$ cat src/rtl/seeprom_pkg.sv
package seeprom_pkg;

  // Register bit positions; software decodes these.
  localparam int unsigned B_OACK = 7;  // other requester owns the port
  localparam int unsigned B_OREQ = 6;  // other requester asking
  localparam int unsigned B_REQ  = 5;  // EEPROM port request
  localparam int unsigned B_RDY  = 4;  // grant / pacing ready
  localparam int unsigned B_CS   = 3;
  localparam int unsigned B_CK   = 2;
  localparam int unsigned B_DO   = 1;
  localparam int unsigned B_DI   = 0;

  localparam int unsigned REG_W = 8;

  // Bits software may write.
  localparam logic [REG_W-1:0] WR_MASK = (REG_W'(1) << B_REQ) | (REG_W'(1) << B_CS) |
                                         (REG_W'(1) << B_CK)  | (REG_W'(1) << B_DO);

  typedef enum logic [1:0] {
    PORT_IDLE  = 2'd0,
    PORT_OTHER = 2'd1,
    PORT_EE    = 2'd2
  } port_owner_e;

endpackage

$ cat src/rtl/seeprom_ctlreg.sv
module seeprom_ctlreg
  import seeprom_pkg::*;
(
  input  logic             clk,
  input  logic             rst_n,
  input  logic             wr_en,
  input  logic [REG_W-1:0] wr_data,
  output logic [REG_W-1:0] ctl_q,
  output logic [REG_W-1:0] ctl_d
);

  // Next-state: only writable positions take the written value.
  always_comb begin
    ctl_d = ctl_q;
    if (wr_en) begin
      ctl_d = wr_data & WR_MASK;
    end
  end

  always_ff @(posedge clk or negedge rst_n) begin
    if (!rst_n) begin
      ctl_q <= '0;
    end else if (wr_en) begin
      ctl_q <= ctl_d;
    end
  end

endmodule

$ cat src/rtl/seeprom_arb.sv
module seeprom_arb
  import seeprom_pkg::*;
(
  input  logic        clk,
  input  logic        rst_n,
  input  logic        ee_req_d,   // EEPROM request as of this edge
  input  logic        oth_req,
  output port_owner_e owner_q,
  output port_owner_e owner_d
);

  // Holder keeps the port until its own request drops; ties on a free
  // port go to the other requester.
  always_comb begin
    owner_d = owner_q;
    unique case (owner_q)
      PORT_IDLE: begin
        if (oth_req) begin
          owner_d = PORT_OTHER;
        end else if (ee_req_d) begin
          owner_d = PORT_EE;
        end
      end
      PORT_OTHER: begin
        if (!oth_req) begin
          owner_d = ee_req_d ? PORT_EE : PORT_IDLE;
        end
      end
      PORT_EE: begin
        if (!ee_req_d) begin
          owner_d = oth_req ? PORT_OTHER : PORT_IDLE;
        end
      end
      default: owner_d = PORT_IDLE;
    endcase
  end

  always_ff @(posedge clk or negedge rst_n) begin
    if (!rst_n) begin
      owner_q <= PORT_IDLE;
    end else begin
      owner_q <= owner_d;
    end
  end

endmodule

$ cat src/rtl/seeprom_pace.sv
module seeprom_pace #(
  parameter int unsigned DELAY_CYC = 80
) (
  input  logic clk,
  input  logic rst_n,
  input  logic gnt_d,        // EEPROM side owns the port after this edge
  input  logic grant_start,  // grant begins at this edge
  input  logic restart,      // paced write at this edge
  output logic rdy_q
);

  localparam int unsigned CNT_W = (DELAY_CYC < 2) ? 1 : $clog2(DELAY_CYC + 1);
  localparam logic [CNT_W-1:0] DLY  = CNT_W'(DELAY_CYC);
  localparam logic [CNT_W-1:0] ONE  = CNT_W'(1);

  logic [CNT_W-1:0] cnt_q, cnt_d;
  logic             rdy_d;

  always_comb begin
    cnt_d = cnt_q;
    rdy_d = rdy_q;
    if (!gnt_d) begin
      cnt_d = '0;
      rdy_d = 1'b0;
    end else if (grant_start) begin
      cnt_d = '0;
      rdy_d = 1'b1;
    end else if (restart) begin
      cnt_d = DLY;
      rdy_d = 1'b0;
    end else if (cnt_q != '0) begin
      cnt_d = cnt_q - ONE;
      rdy_d = (cnt_q == ONE);
    end
  end

  always_ff @(posedge clk or negedge rst_n) begin
    if (!rst_n) begin
      cnt_q <= '0;
      rdy_q <= 1'b0;
    end else begin
      cnt_q <= cnt_d;
      rdy_q <= rdy_d;
    end
  end

endmodule

$ cat src/rtl/seeprom_port.sv
module seeprom_port
  import seeprom_pkg::*;
#(
  parameter int unsigned DELAY_CYC = 80
) (
  input  logic       clk,
  input  logic       rst_n,
  input  logic       wr_en,
  input  logic [7:0] wr_data,
  output logic [7:0] rd_data,
  input  logic       oth_req,
  output logic       oth_gnt,
  output logic       ee_cs,
  output logic       ee_ck,
  output logic       ee_do,
  input  logic       ee_di
);

  logic [REG_W-1:0] ctl_q, ctl_d;
  port_owner_e      owner_q, owner_d;
  logic             ee_gnt, ee_gnt_d;
  logic             grant_start, restart;
  logic             rdy_q;
  logic [2:0]       pin_q, pin_d;

  seeprom_ctlreg u_ctl (
    .clk     (clk),
    .rst_n   (rst_n),
    .wr_en   (wr_en),
    .wr_data (wr_data),
    .ctl_q   (ctl_q),
    .ctl_d   (ctl_d)
  );

  seeprom_arb u_arb (
    .clk      (clk),
    .rst_n    (rst_n),
    .ee_req_d (ctl_d[B_REQ]),
    .oth_req  (oth_req),
    .owner_q  (owner_q),
    .owner_d  (owner_d)
  );

  assign ee_gnt      = (owner_q == PORT_EE);
  assign ee_gnt_d    = (owner_d == PORT_EE);
  assign oth_gnt     = (owner_q == PORT_OTHER);
  assign grant_start = ee_gnt_d && !ee_gnt;
  assign restart     = wr_en && ee_gnt && wr_data[B_REQ];

  seeprom_pace #(.DELAY_CYC(DELAY_CYC)) u_pace (
    .clk         (clk),
    .rst_n       (rst_n),
    .gnt_d       (ee_gnt_d),
    .grant_start (grant_start),
    .restart     (restart),
    .rdy_q       (rdy_q)
  );

  // Pins are registered from the next-state values so they switch with the
  // grant and register, glitch-free and gated low without a grant.
  always_comb begin
    pin_d = '0;
    if (ee_gnt_d) begin
      pin_d = {ctl_d[B_CS], ctl_d[B_CK], ctl_d[B_DO]};
    end
  end

  always_ff @(posedge clk or negedge rst_n) begin
    if (!rst_n) begin
      pin_q <= '0;
    end else begin
      pin_q <= pin_d;
    end
  end

  assign ee_cs = pin_q[2];
  assign ee_ck = pin_q[1];
  assign ee_do = pin_q[0];

  always_comb begin
    rd_data         = ctl_q & WR_MASK;
    rd_data[B_OACK] = oth_gnt;
    rd_data[B_OREQ] = oth_req;
    rd_data[B_RDY]  = rdy_q;
    rd_data[B_DI]   = ee_gnt && ee_di;
  end

endmodule

$ cat config.mk
export PLATFORM = sky130hd
export DESIGN_NAME = seeprom_port
export DESIGN_NICKNAME = d
export VERILOG_FILES = /design/src/rtl/seeprom_pkg.sv /design/src/rtl/seeprom_ctlreg.sv /design/src/rtl/seeprom_arb.sv /design/src/rtl/seeprom_pace.sv /design/src/rtl/seeprom_port.sv
export SDC_FILE = /design/constraint.sdc
export NUM_CORES = 1
export LEC_CHECK = 0
export CORE_MARGIN = 2
export CORE_UTILIZATION = 45
export DETAILED_ROUTE_END_ITERATION = 12
export GPL_ROUTABILITY_DRIVEN = 0
export MAX_ROUTING_LAYER = met4
export PLACE_DENSITY = 0.82
export SLEW_MARGIN = 25
export SYNTH_ARGS = -nofsm -noshare
export SYNTH_HDL_FRONTEND = slang
export SYNTH_SLANG_ARGS = --single-unit
export TNS_END_PERCENT = 50
$ cat constraint.sdc
create_clock -name clk -period 2.3 [get_ports clk]
set_clock_uncertainty 0.2 [all_clocks]
set_input_delay 0.46 -clock clk [delete_from_list [all_inputs] [get_ports clk]]
set_output_delay 0.46 -clock clk [all_outputs]
set_load 0.01 [all_outputs]
**After elaboration in Yosys (flattened, before gate mapping)**

Cells that the tools add are included.

- Multiplexer cells: 17
- Eq/ne operators: 5
- Add/subtract/negate cells: 1
- Reduce and logical (&&, ||, !) cells: 7

Operator list:

| operator | number |
|---|---|
| $mux W7 | 4 |
| $mux W2 | 5 |
| $eq A7 B1 Y1 const B | 1 |
| $reduce_bool A7 Y1 | 1 |
| $sub A7 B1 Y7 const B | 1 |
| $mux W6 | 1 |
| $pmux W2 S3 | 1 |
| $mux W1 | 5 |
| $eq A2 B2 Y1 const B | 2 |
| $logic_and A1 B1 Y1 | 4 |
| $ne A4 B1 Y1 const B | 1 |
| $mux W3 | 1 |
| $eq A2 B1 Y1 const B | 1 |
| $logic_not A2 Y1 | 1 |
| $logic_not A1 Y1 | 1 |

- Output and inout bits: 12
- Word-level logic and storage cells: 35
- Input bits: 13
- Flip-flop bits (word level): 17

**Longest topological paths before layout**

Gate-level depths: netlist (run 1).

- Word-level depth: 8
- Depth in mapped cells: 6
- Gate-level depth less buffers: 6

**Cells and area by module**

From an unflattened synthesis (run 1), not the netlist that was laid out.

- Cell total of the unflattened synthesis: 95
- Area, all modules: 1102.3 µm²

Modules (own cells, without submodules):

| module | seq. area each (µm²) | area an instance (µm²) | cells an instance | instances |
|---|---|---|---|---|
| seeprom_pace | 200.2 | 460.4 | 48 | 1 |
| seeprom_ctlreg | 200.2 | 394.1 | 26 | 1 |
| seeprom_port | 75.1 | 170.2 | 15 | 1 |
| seeprom_arb | 50.0 | 77.6 | 6 | 1 |

**Worst setup path after synthesis (run 1)**

No wires, ideal clock.

- Path type: register to register
- From: reg u_pace.cnt_q[4]
- To: reg u_pace.rdy_q
- Required time: 1.973 ns
- Setup time: 0.127 ns
- Cell stages (with the launch flop): 5
- Slack: 0.629 ns
- Arrival: 1.344 ns
- Path buffers: 0
- Period minus slack after synthesis: 1.671 ns
- Cell sequence: dfrtp_1 nor4_4 nand2_2 nor2_2 mux2_1

- Word-level cells in the longest chain between the ends: 5
- Elaborated cells between the ends (all ways): 7
- Classes of those cells: eq/ne: 2; mux: 4; reduce/logical: 1

Ends and longest elaborated chain:

| element | line | RTL |
|---|---|---|
| start, declared | seeprom_pace.sv:16 | `logic [CNT_W-1:0] cnt_q, cnt_d;` |
| start signal, assigned | seeprom_pace.sv:42 | `cnt_q <= cnt_d;` |
| $eq A7 B1 Y1 | seeprom_pace.sv:33 | `rdy_d = (cnt_q == ONE);` |
| $mux W1 | seeprom_pace.sv:31 | `end else if (cnt_q != '0) begin` |
| $mux W1 | seeprom_pace.sv:28 | `end else if (restart) begin` |
| $mux W1 | seeprom_pace.sv:25 | `end else if (grant_start) begin` |
| $mux W1 | seeprom_pace.sv:22 | `if (!gnt_d) begin` |
| end signal, assigned | seeprom_pace.sv:43 | `rdy_q <= rdy_d;` |
| end, declared | seeprom_pace.sv:9 | `output logic rdy_q` |

Parallel ways exist; a longest one is shown, timed or not. The select of a mux whose other input is x is not followed.
A chain may end at the register's enable or synchronous reset.

**Worst setup path in the final report (run 1)**

- From: in ee_di
- To: out rd_data[0]

- Word-level cells in the longest chain between the ends: 1

Ends and longest elaborated chain:

| element | line | RTL |
|---|---|---|
| start, declared | seeprom_port.sv:16 | `input logic ee_di` |
| $logic_and A1 B1 Y1 | seeprom_port.sv:85 | `rd_data[B_DI] = ee_gnt && ee_di;` |
| end, declared | seeprom_port.sv:10 | `output logic [7:0] rd_data,` |

Every way passes these cells.

==> summary.md, run 1 <==
| Metric | Value |
|---|---|
| Syn_nets | 94 |
| Adder-cell area share of the yosys netlist | 0.0446 |
| Mean Syn Cell Area | 10.8 um2 |
| TNS Setup | 0 ns |
| Area of the multi-input gates | 385 um2 |
| CP max stage cell | clkdlybuf4s50_1 |
| Filler cell count | 143 |
| Initial antenna violation count | 0 |
| Crit path max fanout | 1 |
| Commonest non-fill, non-tap cell in the layout | clkdlybuf4s50_1 |
| Drt drc | 0 |
| Vias per cell | 4.87 |
| Number of core rows | 15 |
| Worst-path clk slew | 0.09 ns |
| # diodes | 0 |
| Hold slack | 0.286 ns |
| Leakage Power | 0.000482 uW |
| Pwr dens | 561 nW/um2 |
| Yosys top cell area share | 0.506 |
| Worst VDD drop | 432 uV |
| Die Y-Extent | 47.2 um |
| Critical Path Most Common Cell | clkdlybuf4s50_1 |
| CTS Buf Count | 3 |
| WS Path Type | in2out |
| Post-route cell area | 1110 um2 |
| Share of post-route cells with drive strength above 1 | 0.165 |
| Max cap viols | 0 |
| Max Buffers Root-to-Sink | 2 |
| Sink Count | 17 |
| GR Overflow Total | 0 |
| Worst EP required | 1.64 ns |
| Area Overhead vs Synth | 32.4% |
| Largest family of logic cells by synthesized area | simple AND/OR/NAND/NOR gates |
| Post-synthesis compound-gate area fraction | 0.0848 |
| Post-Route WL | 1620 um |
| Count of final setup violators | 0 |
| Tmin final | 2.26 ns |
| Status | completed |
| Yosys top cell by area | dfrtp_1 |
| DP HPWL | 1130 um |
| IO Count | 25 |
| Largest net degree at the start of global routing | 18 |
| Yosys Warn Count | 0 |
| Post-synthesis cell count | 78 |
| Detailed-route via count | 623 |
| Placed Area | 1070 um2 |
| FMAX | 0.443 GHz |
| Core ar. | 1750 um2 |
| Max stage delay on crit path | 0.53 ns |
| Total GRT Usage | 0.172 |
| Wirelength per Cell | 12.7 um |
| Synth Area in Simple Gates | 0.220 |
| Root buf cell | clkbuf_4 |
| Reg2reg path depth | 4 |
| Critical path data arrival time | 1.60 ns |
| Register area | 425 um2 |
| Yosys cell types | 28 |
| Antenna Nets Post-Route | 0 |
| Die width | 47.2 um |
| Synth top area cells | dfrtp_1 51%, mux2_2 5.4%, nor2b_1 5.2%, ha_1 4.5%, nand2_1 3.1% |
| Critical path cell sequence | clkdlybuf4s50_1, and2_1, clkdlybuf4s50_1 |
| Initial Util | 0.482 |
| Post-synthesis sequential area ratio | 0.506 |
| Hold Fails Final Rpt | 0 |
| CP endpoint kind | output pin |
| Max-slew violation count | 0 |
| Worst slew margin | 0.669 |
| RSZ-0062 raised after global routing | false |
| Worst setup SP type | input port |
| Post-synthesis cell area | 841 um2 |
| Synth Area in XOR/XNOR | 0.0208 |
| Hold Path Class | in2async |
| Die Area | 2230 um2 |
| Tcrit/Tclk final | 0.982 |
| Post-synthesis mux area share | 0.0789 |
| Vias in the first global route | 586 |
| H-tree Lvls | 1 |
| CTS tree | yes |
| First-pass detailed-route iteration total | 4 |
| Worst-Margin Slew | 0.491 ns |
| Global-route wire length before repair | 2540 um |
| Worst-skew pair later-pin latency | 0.29 ns |
| Iter 0 DRT Violations | 8 |
| Most frequent cells in the layout | 20 x clkdlybuf4s50_1, 17 x dfrtp_1, 7 x nand2_1 |
| Yosys reg bits | 17 |
| # nets final | 120 |
| Port bufs | 20 |
[layout make-up]
cell class	count	area share
clock buffer	4	0.0236
inverter	4	0.0135
multi-input combinational	54	0.346
sequential	17	0.382
tap	25	0.0281
timing repair buffer	24	0.207
[metal layers]
metal,vias to the layer above,track usage,wire length [um]
met1,292,0.221,740
li1,312,-,-
met2,15,0.265,787
met3,4,0.0231,60
met4,0,0.0833,34
met5,-,-,0
[power by group]
| group | internal, uW | switching, uW |
|---|---|---|
| Clock | 67.4 | 90.1 |
| Sequential | 317 | 12.7 |
| Combinational | 78.3 | 58.8 |
| Total | 463 | 162 |
[stage by stage]
step	std cells	util	setup WS [ns]	total power [uW]
floorplan	78	-	0.629	400
detailed placement	123	0.614	0.0931	465
global placement	123	0.614	0.0987	464
finish	128	0.638	0.0407	625
global route	128	0.638	0.00596	656
CTS	127	0.631	0.0295	627
[cell families (layout without fill, tap and decap cells)]
| family | count (synthesis) | after routing |
|---|---|---|
| adder cells (fa/ha/maj) | 3 | 3 |
| AO/OA/AOI/OAI | 11 | 11 |
| AND/OR/NAND/NOR | 32 | 32 |
| buffers and inverters | 7 | 32 |
| flip-flops | 17 | 17 |
| multiplexers | 6 | 6 |
| XOR/XNOR | 2 | 2 |
[synthesized netlist by cell type]
cell and count:
or3_1 1, nand2b_1 2, nor3b_1 1, dfrtp_1 17, nor2b_1 7, a31oi_1 1, nor3_1 1, xnor2_1 1
o21a_1 1, a221oi_2 1, a211oi_1 1, nor2_2 1, a21oi_1 5, mux2_2 4, inv_1 4, nor4_4 1
o21ai_0 2, nand2_2 2, nand3_1 1, nand2_1 7, nand3b_1 1, and2_1 2, buf_4 3, mux2_1 1
mux2i_1 1, ha_1 3, nor2_1 5, xor2_1 1
[flip-flops by register name (all words and copies together), names as in the netlist]
| register | count |
|---|---|
| pin_q | 3 |
| u_pace.cnt_q | 7 |
| u_pace.rdy_q | 1 |
| u_arb.owner_q | 2 |
| u_ctl.ctl_q | 4 |
[worst paths after layout]
check,start,to,slack [ns]
max,ee_di,rd_data[0],0.04
min,rst_n,u_pace.cnt_q[2]$_DFFE_PN0P_,0.29
max reg2reg,u_pace.cnt_q[4]$_DFFE_PN0P_,u_pace.rdy_q$_DFFE_PN0P_,0.50
min reg2reg,u_pace.rdy_q$_DFFE_PN0P_,u_pace.rdy_q$_DFFE_PN0P_,0.30
max in group asynchronous,rst_n,u_arb.owner_q[0]$_DFF_PN0_,1.42
min in group clk,u_pace.rdy_q$_DFFE_PN0P_,u_pace.rdy_q$_DFFE_PN0P_,0.30
[critical path, delay by kind of cell]
kind / cells / cell delay, ns
buffers and inverters: 2 / 1.00
AND/OR/NAND/NOR: 1 / 0.14
[timing repair]
action                     CTS  global route
pin swaps                    0             0
resized for setup            1             1
buffers inserted             0             1
setup endpoints to repair    1             1
hold buffers                 0             0
Power figures use the tool's default switching activity.
==> inputs of run 2 (changes only) <==
PLACE_DENSITY = 0.8   (was 0.82)
TNS_END_PERCENT = 10   (was 50)
==> run 2 against run 1 <==
  * Final area decreased by 0.67%
  * Routed wire length down 2.8%
  * Critical path type unchanged
  * Utilization down 0.43 points
  * Worst hold slack worse by 0.0019 ns
  * Clock power rose by 3%
  * Count of clock-buffer cells in the layout did not move
  * Fmax grew 1.4%
  * Combinational power fell by 3%
  * Register-to-register slack worse by 0.02 ns
  * Sequential power about the same
  * Total power grew 0.19%
  * Setup slack better by 0.032 ns
==> summary.md, run 2 (same netlist as run 1, synthesis figures left out) <==
| Metric | Value |
|---|---|
| Reg2reg path depth | 4 |
| Largest Register | u_pace.cnt_q |
| Sink Count | 17 |
| Hold Fails Final Rpt | 0 |
| Post-cts resize count | 0 |
| Count of final setup violators | 0 |
| Worst-Margin Slew | 0.512 ns |
| Worst slew margin | 0.655 |
| FMAX | 0.449 GHz |
| Global-route wire length before repair | 2620 um |
| # diodes | 0 |
| Worst VDD drop | 468 uV |
| Critical path data arrival time | 1.57 ns |
| TNS Setup | 0 ns |
| CTS Buf Count | 3 |
| DP HPWL | 1180 um |
| Max cap viols | 0 |
| Worst EP required | 1.64 ns |
| Area Overhead vs Synth | 31.5% |
| Status | completed |
| Max Buffers Root-to-Sink | 2 |
| Antenna Nets Post-Route | 0 |
| Pwr dens | 566 nW/um2 |
| Port bufs | 20 |
| Final Non-Filler Cells | 127 |
| Max-slew violation count | 0 |
| Terminus of the critical flop-to-flop path | u_pace.rdy_q$_DFFE_PN0P_ |
| Max reg flops | 7 |
| Vias in the first global route | 626 |
| IO Count | 25 |
| Number of core rows | 15 |
| First-pass detailed-route iteration total | 4 |
| Iter 0 DRT Violations | 8 |
| Tcrit/Tclk final | 0.968 |
| R2r setup slk | 0.48 ns |
| Crit path max fanout | 1 |
| GR Overflow Total | 0 |
| Share of post-route cells with drive strength above 1 | 0.157 |
| Post-CTS Setup Repair Bufs | 0 |
| CTS tree | yes |
| Commonest non-fill, non-tap cell in the layout | clkdlybuf4s50_1 |
| Worst setup SP type | input port |
| Initial Util | 0.482 |
| Die width | 47.2 um |
| Largest net degree at the start of global routing | 18 |
| Worst-path clk slew | 0.10 ns |
| Initial antenna violation count | 0 |
| Top flop regs | u_pace.cnt_q: 7 flops, u_ctl.ctl_q: 4 flops, pin_q: 3 flops |
| Filler cell count | 140 |
| Detailed-route via count | 633 |
| Core ar. | 1750 um2 |
| Vias per cell | 4.98 |
| Hold Path Class | in2async |
| Leakage Power | 0.000476 uW |
| RR Startpoint | u_pace.cnt_q[3]$_DFFE_PN0P_ |
| Root buf cell | clkbuf_4 |
| Die Y-Extent | 47.2 um |
| Inst Count DP | 123 |
| Most frequent cells in the layout | 20 x clkdlybuf4s50_1, 17 x dfrtp_1, 7 x nand2_1 |
| WS Path Type | in2out |
| CP endpoint kind | output pin |
| Worst-skew pair later-pin latency | 0.29 ns |
| Post-Route WL | 1580 um |
| Total GRT Usage | 0.177 |
| Die Area | 2230 um2 |
| Drt drc | 0 |
| RSZ-0062 raised after global routing | false |
| Tmin final | 2.23 ns |
| Hold Buf Count CTS | 0 |
| H-tree Lvls | 1 |
| # nets final | 119 |
| Wirelength per Cell | 12.4 um |
[run 2: critical path, stage by stage]
cell             delay (ns)
clkdlybuf4s50_1        0.45
and2_1                 0.12
clkdlybuf4s50_1        0.53
[run 2: per-stage QoR]
stage | power (uW) | area [um2] | utilization | hold WS (ns) | setup slack, ns
6_report | 626 | 1110 | 0.634 | 0.284 | 0.0728
5_1_grt | 659 | 1110 | 0.634 | 0.307 | 0.0236
4_1_cts | 631 | 1100 | 0.629 | 0.291 | 0.0338
3_5_place_dp | 467 | 1070 | 0.614 | 0.290 | 0.0931
3_3_place_gp | 464 | 1070 | 0.614 | 0.278 | 0.0986
2_1_floorplan | 400 | 841 | - | -0.0356 | 0.629
[run 2: final cells by class]
cell class / instances / area (um2) / area share
flip-flops and latches: 17 / 425 / 0.385
multi-input cells: 54 / 385 / 0.348
repair buffers: 23 / 223 / 0.201
inverters: 4 / 15.0 / 0.0136
well taps: 25 / 31.3 / 0.0283
clock buffers: 4 / 26.3 / 0.0238
[run 2: how the worst max path moves through the flow]
stage                                      startpoint                       end
after floorplan           u_pace.cnt_q[4]$_DFFE_PN0P_  u_pace.rdy_q$_DFFE_PN0P_
after global placement                          ee_di                rd_data[0]
after detailed placement                        ee_di                rd_data[0]
after CTS                  u_arb.owner_q[1]$_DFF_PN0_                rd_data[0]
after global routing       u_arb.owner_q[1]$_DFF_PN0_                rd_data[0]
final                                           ee_di                rd_data[0]
[run 2: where the power goes]
part | switching (uW) | internal [uW] | leakage (uW)
combinational | 57.3 | 76.0 | 0.000238
clock | 95.2 | 67.5 | 0.0000150
sequential | 12.7 | 317 | 0.000223
[run 2: metal layers]
metal	part of all wire	up-vias	track usage
met5	0	-	-
met4	0.023	0	0.0833
met3	0.028	4	0.0346
met2	0.47	17	0.278
met1	0.48	302	0.216
li1	-	310	-
==> inputs of run 3 (changes only) <==
TNS_END_PERCENT = unset   (was 10)
==> results of run 3 <==
Final layout, timing and power as in run 2 (identical DEF).
